File: src/rtl/bas_pkg.sv
package bas_pkg;
  localparam int BUS_W            = 32;
  localparam int SEL_W            = 2;
  localparam int BE_W             = BUS_W / 8;
  localparam int MIN_LINE_DW_LOG2 = 2;
  localparam int MAX_LINE_DW_LOG2 = MIN_LINE_DW_LOG2 + (1 << SEL_W) - 1;
  localparam int CNT_W            = MAX_LINE_DW_LOG2 + 1;

  typedef logic [BUS_W-1:0] addr_t;

  typedef enum logic [1:0] {
    ORD_LINEAR = 2'd0,
    ORD_WRAP   = 2'd1,
    ORD_STOP   = 2'd2,
    ORD_IO     = 2'd3
  } ord_e;

  // Ordering chosen at the address phase
  function automatic ord_e ord_decode(input logic [1:0] code, input logic io,
                                      input logic wrap_en);
    if (io) return ORD_IO;
    case (code)
      2'b00:   return ORD_LINEAR;
      2'b10:   return wrap_en ? ORD_WRAP : ORD_STOP;
      default: return ORD_STOP;
    endcase
  endfunction

  // Number of DWORDs in a cache line for a given size select
  function automatic logic [CNT_W-1:0] line_dwords(input logic [SEL_W-1:0] sel);
    return CNT_W'(1) << (MIN_LINE_DW_LOG2 + int'(sel));
  endfunction

  // Byte-offset mask of a cache line
  function automatic addr_t line_mask(input logic [SEL_W-1:0] sel);
    return (addr_t'(line_dwords(sel)) << 2) - addr_t'(1);
  endfunction

  // Byte enables legal for an I/O byte address
  function automatic logic be_ok(input logic [1:0] low, input logic [BE_W-1:0] be_n);
    logic ok;
    ok = !be_n[low];
    for (int j = 0; j < BE_W; j++)
      if (j < int'(low) && !be_n[j]) ok = 1'b0;
    return ok;
  endfunction

  // Next address of a wrapping burst
  function automatic addr_t wrap_next(input addr_t cur, input addr_t start_off,
                                      input logic [SEL_W-1:0] sel, input logic line_end);
    addr_t m;
    m = line_mask(sel);
    if (line_end) return (cur & ~m) + m + addr_t'(1) + start_off;
    return (cur & ~m) | ((cur + addr_t'(4)) & m);
  endfunction
endpackage

File: src/rtl/bas_mode.sv
module bas_mode
  import bas_pkg::*;
(
  input  logic             clk,
  input  logic             rst_n,
  input  logic             addr_phase,
  input  logic             data_done,
  input  logic [1:0]       ad_low,
  input  logic             io_space,
  input  logic             wrap_en,
  input  logic [SEL_W-1:0] line_sel,
  output ord_e             ord_q,
  output logic [SEL_W-1:0] sel_q,
  output logic [1:0]       low_q,
  output logic             disc_req
);
  logic disc_fire;
  assign disc_fire = data_done && !addr_phase && (ord_q == ORD_STOP);

  always_ff @(posedge clk) begin
    if (!rst_n) begin
      ord_q    <= ORD_LINEAR;
      sel_q    <= '0;
      low_q    <= '0;
      disc_req <= 1'b0;
    end else if (addr_phase) begin
      ord_q    <= ord_decode(ad_low, io_space, wrap_en);
      sel_q    <= line_sel;
      low_q    <= ad_low;
      disc_req <= 1'b0;
    end else if (disc_fire) begin
      disc_req <= 1'b1;
    end
  end

  AST_DISC_STICKY: assert property (@(posedge clk) disable iff (!rst_n)
    disc_req && !addr_phase |=> disc_req);
  AST_DISC_CLEAR: assert property (@(posedge clk) disable iff (!rst_n)
    addr_phase |=> !disc_req);
  AST_DISC_CAUSE: assert property (@(posedge clk) disable iff (!rst_n)
    $rose(disc_req) |-> ord_q == ORD_STOP);
  AST_IO_NO_DISC: assert property (@(posedge clk) disable iff (!rst_n)
    ord_q == ORD_IO && !$past(addr_phase) |-> !disc_req);
endmodule

File: src/rtl/bas_step.sv
module bas_step
  import bas_pkg::*;
(
  input  logic             clk,
  input  logic             rst_n,
  input  logic             addr_phase,
  input  logic             data_done,
  input  addr_t            ad_in,
  input  logic             io_space,
  input  logic [SEL_W-1:0] line_sel,
  input  ord_e             ord_q,
  input  logic [SEL_W-1:0] sel_q,
  output addr_t            cur_addr
);
  logic [CNT_W-1:0] cnt;
  addr_t            start_off;
  logic             step_fire;
  logic             wrap_line_end;

  assign step_fire     = data_done && !addr_phase;
  assign wrap_line_end = (cnt + CNT_W'(1)) == line_dwords(sel_q);

  always_ff @(posedge clk) begin
    if (!rst_n) begin
      cur_addr  <= '0;
      cnt       <= '0;
      start_off <= '0;
    end else if (addr_phase) begin
      cur_addr  <= io_space ? ad_in : (ad_in & ~addr_t'(3));
      cnt       <= '0;
      start_off <= ad_in & line_mask(line_sel) & ~addr_t'(3);
    end else if (step_fire) begin
      case (ord_q)
        ORD_LINEAR, ORD_IO: cur_addr <= cur_addr + addr_t'(4);
        ORD_WRAP: begin
          cur_addr <= wrap_next(cur_addr, start_off, sel_q, wrap_line_end);
          cnt      <= wrap_line_end ? '0 : cnt + CNT_W'(1);
        end
        default: cur_addr <= cur_addr;
      endcase
    end
  end

  AST_ADDR_HOLD: assert property (@(posedge clk) disable iff (!rst_n)
    !addr_phase && !data_done |=> $stable(cur_addr));
  AST_LINEAR_INC: assert property (@(posedge clk) disable iff (!rst_n)
    step_fire && ord_q == ORD_LINEAR |=> cur_addr == $past(cur_addr) + addr_t'(4));
  AST_WRAP_SAME_LINE: assert property (@(posedge clk) disable iff (!rst_n)
    step_fire && ord_q == ORD_WRAP && !wrap_line_end
    |=> ((cur_addr ^ $past(cur_addr)) & ~line_mask(sel_q)) == '0);
  AST_WRAP_NEXT_LINE: assert property (@(posedge clk) disable iff (!rst_n)
    step_fire && ord_q == ORD_WRAP && wrap_line_end
    |=> (cur_addr & line_mask(sel_q)) == start_off);
  AST_STOP_FROZEN: assert property (@(posedge clk) disable iff (!rst_n)
    step_fire && ord_q == ORD_STOP |=> $stable(cur_addr));
  AST_IO_LOW_KEPT: assert property (@(posedge clk) disable iff (!rst_n)
    step_fire && ord_q == ORD_IO |=> cur_addr[1:0] == $past(cur_addr[1:0]));
endmodule

File: src/rtl/bas_bechk.sv
module bas_bechk
  import bas_pkg::*;
(
  input  logic            clk,
  input  logic            rst_n,
  input  logic            addr_phase,
  input  logic            data_done,
  input  ord_e            ord_q,
  input  logic [1:0]      low_q,
  input  logic [BE_W-1:0] cbe_n,
  output logic            be_err
);
  logic io_phase;
  logic phase_bad;

  assign io_phase  = data_done && !addr_phase && (ord_q == ORD_IO);
  assign phase_bad = !be_ok(low_q, cbe_n);

  always_ff @(posedge clk) begin
    if (!rst_n)         be_err <= 1'b0;
    else if (addr_phase) be_err <= 1'b0;
    else if (io_phase)   be_err <= phase_bad;
  end

  AST_BE_MEM_CLEAN: assert property (@(posedge clk) disable iff (!rst_n)
    be_err |-> ord_q == ORD_IO);
  AST_BE_CLEAR: assert property (@(posedge clk) disable iff (!rst_n)
    addr_phase |=> !be_err);
  AST_BE_HOLD: assert property (@(posedge clk) disable iff (!rst_n)
    !addr_phase && !data_done |=> $stable(be_err));
endmodule

File: src/rtl/burst_addr_seq.sv
module burst_addr_seq
  import bas_pkg::*;
(
  input  logic              clk,
  input  logic              rst_n,
  input  logic              addr_phase,
  input  logic              data_done,
  input  logic [BUS_W-1:0]  ad_in,
  input  logic [BE_W-1:0]   cbe_n,
  input  logic              io_space,
  input  logic              wrap_en,
  input  logic [SEL_W-1:0]  line_sel,
  output logic [BUS_W-1:0]  cur_addr,
  output logic              disc_req,
  output logic              be_err
);
  ord_e             ord_q;
  logic [SEL_W-1:0] sel_q;
  logic [1:0]       low_q;

  bas_mode u_mode (
    .clk(clk), .rst_n(rst_n), .addr_phase(addr_phase), .data_done(data_done),
    .ad_low(ad_in[1:0]), .io_space(io_space), .wrap_en(wrap_en),
    .line_sel(line_sel), .ord_q(ord_q), .sel_q(sel_q), .low_q(low_q),
    .disc_req(disc_req)
  );

  bas_step u_step (
    .clk(clk), .rst_n(rst_n), .addr_phase(addr_phase), .data_done(data_done),
    .ad_in(ad_in), .io_space(io_space), .line_sel(line_sel), .ord_q(ord_q),
    .sel_q(sel_q), .cur_addr(cur_addr)
  );

  bas_bechk u_bechk (
    .clk(clk), .rst_n(rst_n), .addr_phase(addr_phase), .data_done(data_done),
    .ord_q(ord_q), .low_q(low_q), .cbe_n(cbe_n), .be_err(be_err)
  );

  AST_RESET_QUIET: assert property (@(posedge clk)
    !rst_n |=> cur_addr == '0 && !disc_req && !be_err);
endmodule

File: config.mk
export PLATFORM = sky130hd
export DESIGN_NAME = burst_addr_seq
export DESIGN_NICKNAME = d
export VERILOG_FILES = /design/src/rtl/bas_pkg.sv /design/src/rtl/bas_mode.sv /design/src/rtl/bas_step.sv /design/src/rtl/bas_bechk.sv /design/src/rtl/burst_addr_seq.sv
export SDC_FILE = /design/constraint.sdc
export NUM_CORES = 1
export LEC_CHECK = 0
export ABC_CLOCK_PERIOD_IN_PS = 4270
export BUFFER_PORTS_ARGS = -buffer_cell sky130_fd_sc_hd__buf_2
export CAP_MARGIN = 20
export CORE_MARGIN = 2
export CORE_UTILIZATION = 45
export DETAILED_ROUTE_END_ITERATION = 7
export PLACE_DENSITY = 0.67
export SLEW_MARGIN = 20
export SYNTH_ARGS = -nofsm -noshare
export SYNTH_HDL_FRONTEND = slang
export SYNTH_SLANG_ARGS = --single-unit
File: constraint.sdc
create_clock -name clk -period 4.27 [get_ports clk]
set_input_delay 1.281 -clock clk [delete_from_list [all_inputs] [get_ports clk]]
set_output_delay 1.281 -clock clk [all_outputs]
set_load 0.02 [all_outputs]
==> metrics.md, run 1 <==
| Metric | Value |
|---|---|
| Hold Fails Final Rpt | `0` |
| Post-Syn Area | `6130 um2` |
| Sequential area share after synthesis | `24.8%` |
| Compound-Gate Fraction of Synth Area | `26.3%` |
| Row cnt | `42` |
| Slew HR | `48.6%` |
| DR pass1 iterations | `5` |
| Power Internal | `1.34 mW` |
| Detailed Place HPWL | `13,000 um` |
| Top-count cell post-synth | `dfxtp_1` |
| Cell taking the most area after synthesis | `dfxtp_1` |
| CTS root buffer | `clkbuf_16` |
| Top FF cell, synth | `dfxtp_1` |
| EDFF count, synth | `0` |
| PD cells | `285 nW/um2` |
| Minimum period implied by the final worst setup slack | `3410 ps` |
| Synth Area in Simple Gates | `21.5%` |
| Sequential Area | `1520 um2` |
| CTS tree | `built` |
| Diodes inserted | `0` |
| Slew Limit Fails | `0` |
| Die Width | `121 um` |
| Die footprint | `14,600 um2` |
| Ports | `78` |
| Layout cell share with drive strength beyond 1 | `14.6%` |
| Die Span Y | `121 um` |
| Outcome | `finished clean` |
| Worst Skew | `8.93 ps` |
| Fillcell total | `1,313` |
| Max Clock Freq | `294 MHz` |
| Final period utilization | `79.8%` |
| Worst hold slack | `457 ps` |
| CP dominant cell by count | `ha_1` |
| Post-Route Setup TNS | `0 ps` |
| Routability Congestion | `0.874` |
| Actual slew at the worst max-slew pin | `766 ps` |
| Worst ir drop on vdd | `175 uV` |
| Post-route insts no fill | `1,000` |
| Average wire per standard cell | `17.7 um` |
| Synth top area cells | `dfxtp_1 (25%), ha_1 (14%), a21oi_1 (4.9%)` |
| Resize count post-CTS | `0` |
| Cts hold-fix bufs | `0` |
| Fraction of synthesized area in multiplexers | `2.49%` |
| Synth Area in XOR/XNOR | `6.72%` |
| Power share of the sequential group | `40.6%` |
| Drt via density | `6.04` |
| Final wirelength | `17,700 um` |
| Max Buffers Root-to-Sink | `2` |
| Post-Syn Instances | `764` |
| Leakage | `3.06 nW` |
| Post-synth cell types | `74` |
| Pin count of the biggest net entering global routing | `55` |
| Worst min path class | `reg2reg` |
| Post-Synth Adder-Cell Area | `14.0%` |
| CP Capture Type | `flop` |
| Startpoint Class | `flop` |
| RSZ-0062 raised after global routing | `no` |
| Final net count | `932` |
| IO Port Bufs | `77` |
| Area grow syn2layout | `12.9%` |
| Comb pwr share | `22.8%` |
| Max cap viols | `0` |
| Iter 0 DRT Violations | `369` |
| WS Path Type | `reg2reg` |
| Syn. warnings | `0` |
| Power share of the clock group | `36.6%` |
| Reg clk slew, reported paths | `60 ps` |
| Sw power | `0.631 mW` |
| Slowest CP cell | `or4_4` |
| Vias in the first global route | `5,705` |
| Dpl cells | `985` |
| Crit path required time | `4530 ps` |
| Cells along the critical path | `or3_1, ha_1, ha_1, a21o_1, a21oi_1, a2111oi_0, or4_4, a21bo_2, a21boi_2, mux2_2, o31ai_2` |
| Grt ovf | `0` |
| H-tree level count | `3` |
| Seq cells post-synth | `76` |
| GRT Util Overall | `24.7%` |
| # clock sinks | `76` |
| Switching part of the total power | `32.0%` |
| Final count of negative-setup-slack endpoints | `0` |
| Synth cell count leaders | `dfxtp_1 (76), ha_1 (67), a21oi_1 (60)` |
| Final ANT Viol Nets | `0` |
| Initial antenna violation count | `0` |
| Largest family of logic cells by synthesized area | `compound AO/OA/AOI/OAI gates` |
| Routed vias | `6,044` |
| Hold Crit Depth | `2` |
| Max FO, Critical Path | `11` |
| First-pass GRT wire length | `28,800 um` |
| Worst EP arrival | `3670 ps` |
| Clk_lat worst skew | `350 ps` |
| Core ar. | `13,300 um2` |
| Area share of the largest cell type after synthesis | `24.8%` |
| Footprint of the multi-input gates | `4380 um2` |
| Syn avg cell area | `8.02 um2` |
| Post-CTS Setup Repair Bufs | `0` |
| Worst path max stage delay | `470 ps` |
| DRC viols | `0` |
| Ys async rst share | `0%` |
| R2R cell count | `11` |
| Starting Density | `46.1%` |
| CTS Buf Count | `9` |
## cell families after synthesis
family          count (synthesis)
compound gates                243
flops                          76
fa+ha+maj                      68
simple gates                  249
buf+inv                        64
other cells                     2
xor+xnor                       47
mux                            15
## power groups by stage
stage | combinational, mW | sequential [mW] | clock, mW
2_1_floorplan | 0.276 | 0.832 | 0
3_3_place_gp | 0.437 | 0.812 | 0
3_5_place_dp | 0.443 | 0.814 | 0
4_1_cts | 0.448 | 0.799 | 0.738
5_1_grt | 0.494 | 0.807 | 0.763
6_report | 0.449 | 0.800 | 0.722
## per-stage QoR
stage	setup WS, ps	power, mW	area, um2	util (%)
global placement	920	1.25	6650	50.0
finish	864	1.97	6920	52.0
CTS	861	1.98	6920	52.0
global route	648	2.06	6920	52.0
floorplan	956	1.11	6140	-
detailed placement	877	1.26	6650	50.0
## per-layer routing
| metal | vias to the layer above | GRT usage, % | part of all wire [%] |
|---|---|---|---|
| li1 | 2926 | - | - |
| met1 | 2895 | 34.4 | 47 |
| met2 | 201 | 39.6 | 46 |
| met3 | 22 | 2.88 | 5.2 |
| met4 | 0 | 8.28 | 1.9 |
| met5 | - | 0 | 0 |
## worst max-delay path, delay by kind of cell, from the launching register on
kind            cells  cell delay, ps
simple gates        2             880
flops               1             390
compound gates      6            1140
fa+ha+maj           2             540
mux                 1             360
## final timing paths
path / startpoint / end / slack [ps]
hold reg to reg: u_bechk.be_err / u_bechk.be_err / 460
setup / recovery: u_mode.sel_q[0] / flop / 860
setup reg to reg: u_mode.sel_q[0] / flop / 860
hold / removal: u_bechk.be_err / u_bechk.be_err / 460
## layout by cell type (no fill, tap or decap), types with 14 or more instances in the layout
cell and instances:
nand2_1 55, nor2b_1 15, o21ai_0 55, dfxtp_1 76
xor2_1 14, xnor2_1 33, buf_2 77, a21oi_1 60
ha_1 67, nor2_1 36, nand4_1 15, inv_1 18
a21o_1 21, nand3_1 31, and2_1 33, nor3_1 14
## cell type report
| class | count | area share (%) |
|---|---|---|
| repair buffers | 87 | 6.66 |
| clock buffers | 13 | 3.76 |
| well taps | 176 | 3.18 |
| multi-input cells | 628 | 63.3 |
| inverters | 18 | 0.977 |
| clock inverters | 2 | 0.145 |
| flip-flops and latches | 76 | 22.0 |
Note: power is estimated with default switching activity, not from simulation.
==> inputs of run 2 (changes only) <==
Settings changed: ABC_CLOCK_PERIOD_IN_PS 4270 to 3400.
Clock period 4.27 ns to 3.4 ns, I/O delays scaled along.
==> metrics.md, run 2 (synthesized netlist as in run 1, its figures left out) <==
| Metric | Value |
|---|---|
| CTS Buf Count | `9 (unchanged)` |
| Dpl cells | `1,002 (was 985)` |
| Slowest CP cell | `or4_4 (unchanged)` |
| Most frequent cells in the layout | `buf_2 (77), dfxtp_1 (76), ha_1 (67) (unchanged)` |
| DRC viols | `0 (unchanged)` |
| Worst R2R Setup Slack | `110 ps (was 860 ps)` |
| IO Port Bufs | `77 (unchanged)` |
| Worst path max stage delay | `470 ps (about the same)` |
| Post-route insts no fill | `1,018 (was 1,000)` |
| Iter 0 DRT Violations | `495 (was 369)` |
| Row cnt | `42 (unchanged)` |
| Met3 Usage GRT | `4.86% (was 2.88%)` |
| Pin count of the biggest net entering global routing | `45 (was 55)` |
| Max FO, Critical Path | `6 (was 11)` |
| Core ar. | `13,300 um2 (unchanged)` |
| Pre-CTS setup slack | `147 ps (was 877 ps)` |
| Final ANT Viol Nets | `0 (unchanged)` |
| Actual slew at the worst max-slew pin | `672 ps (was 766 ps)` |
| Max Clock Freq | `304 MHz (was 294 MHz)` |
| Worst Skew | `6.39 ps (was 8.93 ps)` |
| Most common cell after layout, fill and taps aside | `buf_2 (unchanged)` |
| Hold Fails Final Rpt | `0 (unchanged)` |
| Average wire per standard cell | `17.7 um (about the same)` |
| GRT Util Overall | `25.0% (was 24.7%)` |
| Cts hold-fix bufs | `0 (unchanged)` |
| CP Capture Type | `flop (unchanged)` |
| Switching part of the total power | `30.8% (was 32.0%)` |
| Final net count | `949 (was 932)` |
| Max cap viols | `0 (unchanged)` |
| Die footprint | `14,600 um2 (unchanged)` |
| Drt via density | `5.98 (was 6.04)` |
| Slew HR | `55.2% (was 48.6%)` |
| Clk_lat worst skew | `350 ps (about the same)` |
| Minimum period implied by the final worst setup slack | `3290 ps (was 3410 ps)` |
| PD cells | `370 nW/um2 (was 285 nW/um2)` |
| Routed vias | `6,090 (was 6,044)` |
| Power share of the sequential group | `37.6% (was 40.6%)` |
| Detailed Place HPWL | `13,400 um (was 13,000 um)` |
| Ports | `78 (unchanged)` |
| Power Internal | `1.82 mW (was 1.34 mW)` |
| Worst EP arrival | `3560 ps (was 3670 ps)` |
| DR pass1 iterations | `5 (unchanged)` |
| Most Crowded Layer GR | `met2 (unchanged)` |
| CTS tree | `built (unchanged)` |
| Reg clk slew, reported paths | `60 ps (about the same)` |
| Die Width | `121 um (unchanged)` |
| M1 GR Usage | `33.4% (was 34.4%)` |
| Final count of negative-setup-slack endpoints | `0 (unchanged)` |
| H-tree level count | `3 (unchanged)` |
| Slew Limit Fails | `0 (unchanged)` |
| Power share of the clock group | `39.4% (was 36.6%)` |
| Number of buffers and inverters on the critical path | `0 (unchanged)` |
| Worst hold slack | `457 ps (about the same)` |
| Die Span Y | `121 um (unchanged)` |
| Worst ir drop on vdd | `226 uV (was 175 uV)` |
| Grt ovf | `0 (unchanged)` |
| WS Path Type | `reg2reg (unchanged)` |
| Initial antenna violation count | `0 (unchanged)` |
| # clock sinks | `76 (unchanged)` |
| Layout cell share with drive strength beyond 1 | `16.6% (was 14.6%)` |
| Worst setup margin | `112 ps (was 864 ps)` |
| CTS root buffer | `clkbuf_16 (unchanged)` |
| Leakage | `3.17 nW (was 3.06 nW)` |
| First-pass GRT wire length | `28,900 um (was 28,800 um)` |
| Startpoint Class | `flop (unchanged)` |
| Routability Congestion | `0.913 (was 0.874)` |
| Crit path required time | `3670 ps (was 4530 ps)` |
| Outcome | `finished clean (unchanged)` |
| Cells along the critical path | `or2_2, ha_1, ha_1, a21o_1, a21oi_1, a2111oi_0, or4_4, a21bo_2, a21boi_2, mux2_2, o31ai_2 (was or3_1, ha_1, ha_1, a21o_1, a21oi_1, a2111oi_0, or4_4, a21bo_2, a21boi_2, mux2_2, o31ai_2)` |
| CP dominant cell by count | `ha_1 (unchanged)` |
| Final period utilization | `96.7% (was 79.8%)` |
| Vias in the first global route | `5,747 (was 5,705)` |
| Final wirelength | `18,000 um (was 17,700 um)` |
| Diodes inserted | `0 (unchanged)` |
| Sw power | `0.809 mW (was 0.631 mW)` |
| CP top delay family | `compound AO/OA/AOI/OAI gates (unchanged)` |
| Met2 Use GR | `40.1% (was 39.6%)` |
| Worst min path class | `reg2reg (unchanged)` |
| Max Buffers Root-to-Sink | `2 (unchanged)` |
| Comb pwr share | `23.0% (was 22.8%)` |
| Area grow syn2layout | `16.0% (was 12.9%)` |
| Starting Density | `46.1% (unchanged)` |
==> run 2: path summary, 6_finish.rpt <==
check	startpoint	end	depth (start not counted)
hold reg to reg	u_bechk.be_err	u_bechk.be_err	2
hold / removal	u_bechk.be_err	u_bechk.be_err	2
setup reg to reg	u_mode.sel_q[1]	flop	11
setup / recovery	u_mode.sel_q[1]	flop	11
==> run 2: final cells by class <==
class,instances,area (um2)
Tap cell,176,220
Multi-Input combinational cell,628,4390
Inverter,18,67.6
Clock buffer,13,280
Sequential cell,76,1520
Timing Repair Buffer,104,588
Clock inverter,3,42.5
Fill cell,1254,6190
==> run 2: what timing repair did <==
action                                  in CTS  in global routing
endpoints found under the setup margin       0                  1
gates resized for setup                      0                  1
setup buffers                                0                  0
==> run 2: layer usage <==
layer | share of wire, % | vias up | wire length (um)
met4 | 2.7 | 0 | 480
met1 | 46 | 2860 | 8270
li1 | - | 2971 | -
met2 | 45 | 221 | 8100
met5 | 0 | - | 0
met3 | 6.4 | 38 | 1160
==> run 2: power groups by stage <==
| stage | clock network [mW] | registers [mW] | logic (mW) |
|---|---|---|---|
| after floorplan | 0 | 1.05 | 0.346 |
| after CTS | 1.05 | 0.987 | 0.599 |
| after global routing | 1.09 | 0.994 | 0.666 |
| after global placement | 0 | 1.01 | 0.582 |
| after detailed placement | 0 | 1.01 | 0.593 |
| final | 1.04 | 0.988 | 0.605 |
==> run 2: through the flow <==
step / TNS (ps) / util, % / cell area (um2) / total power, mW
5_1_grt: -7.25 / 53.5 / 7110 / 2.75
4_1_cts: 0 / 53.4 / 7100 / 2.64
2_1_floorplan: 0 / - / 6140 / 1.39
6_report: 0 / 53.5 / 7110 / 2.63
3_5_place_dp: 0 / 51.0 / 6770 / 1.60
3_3_place_gp: 0 / 51.0 / 6770 / 1.59
==> run 2: worst reg2reg max path, cell delays in order, from the launching register on <==
cell	delay (ps)
dfxtp_1	350
or2_2	280
ha_1	280
ha_1	310
a21o_1	210
a21oi_1	180
a2111oi_0	150
or4_4	470
a21bo_2	240
a21boi_2	180
mux2_2	360
o31ai_2	200
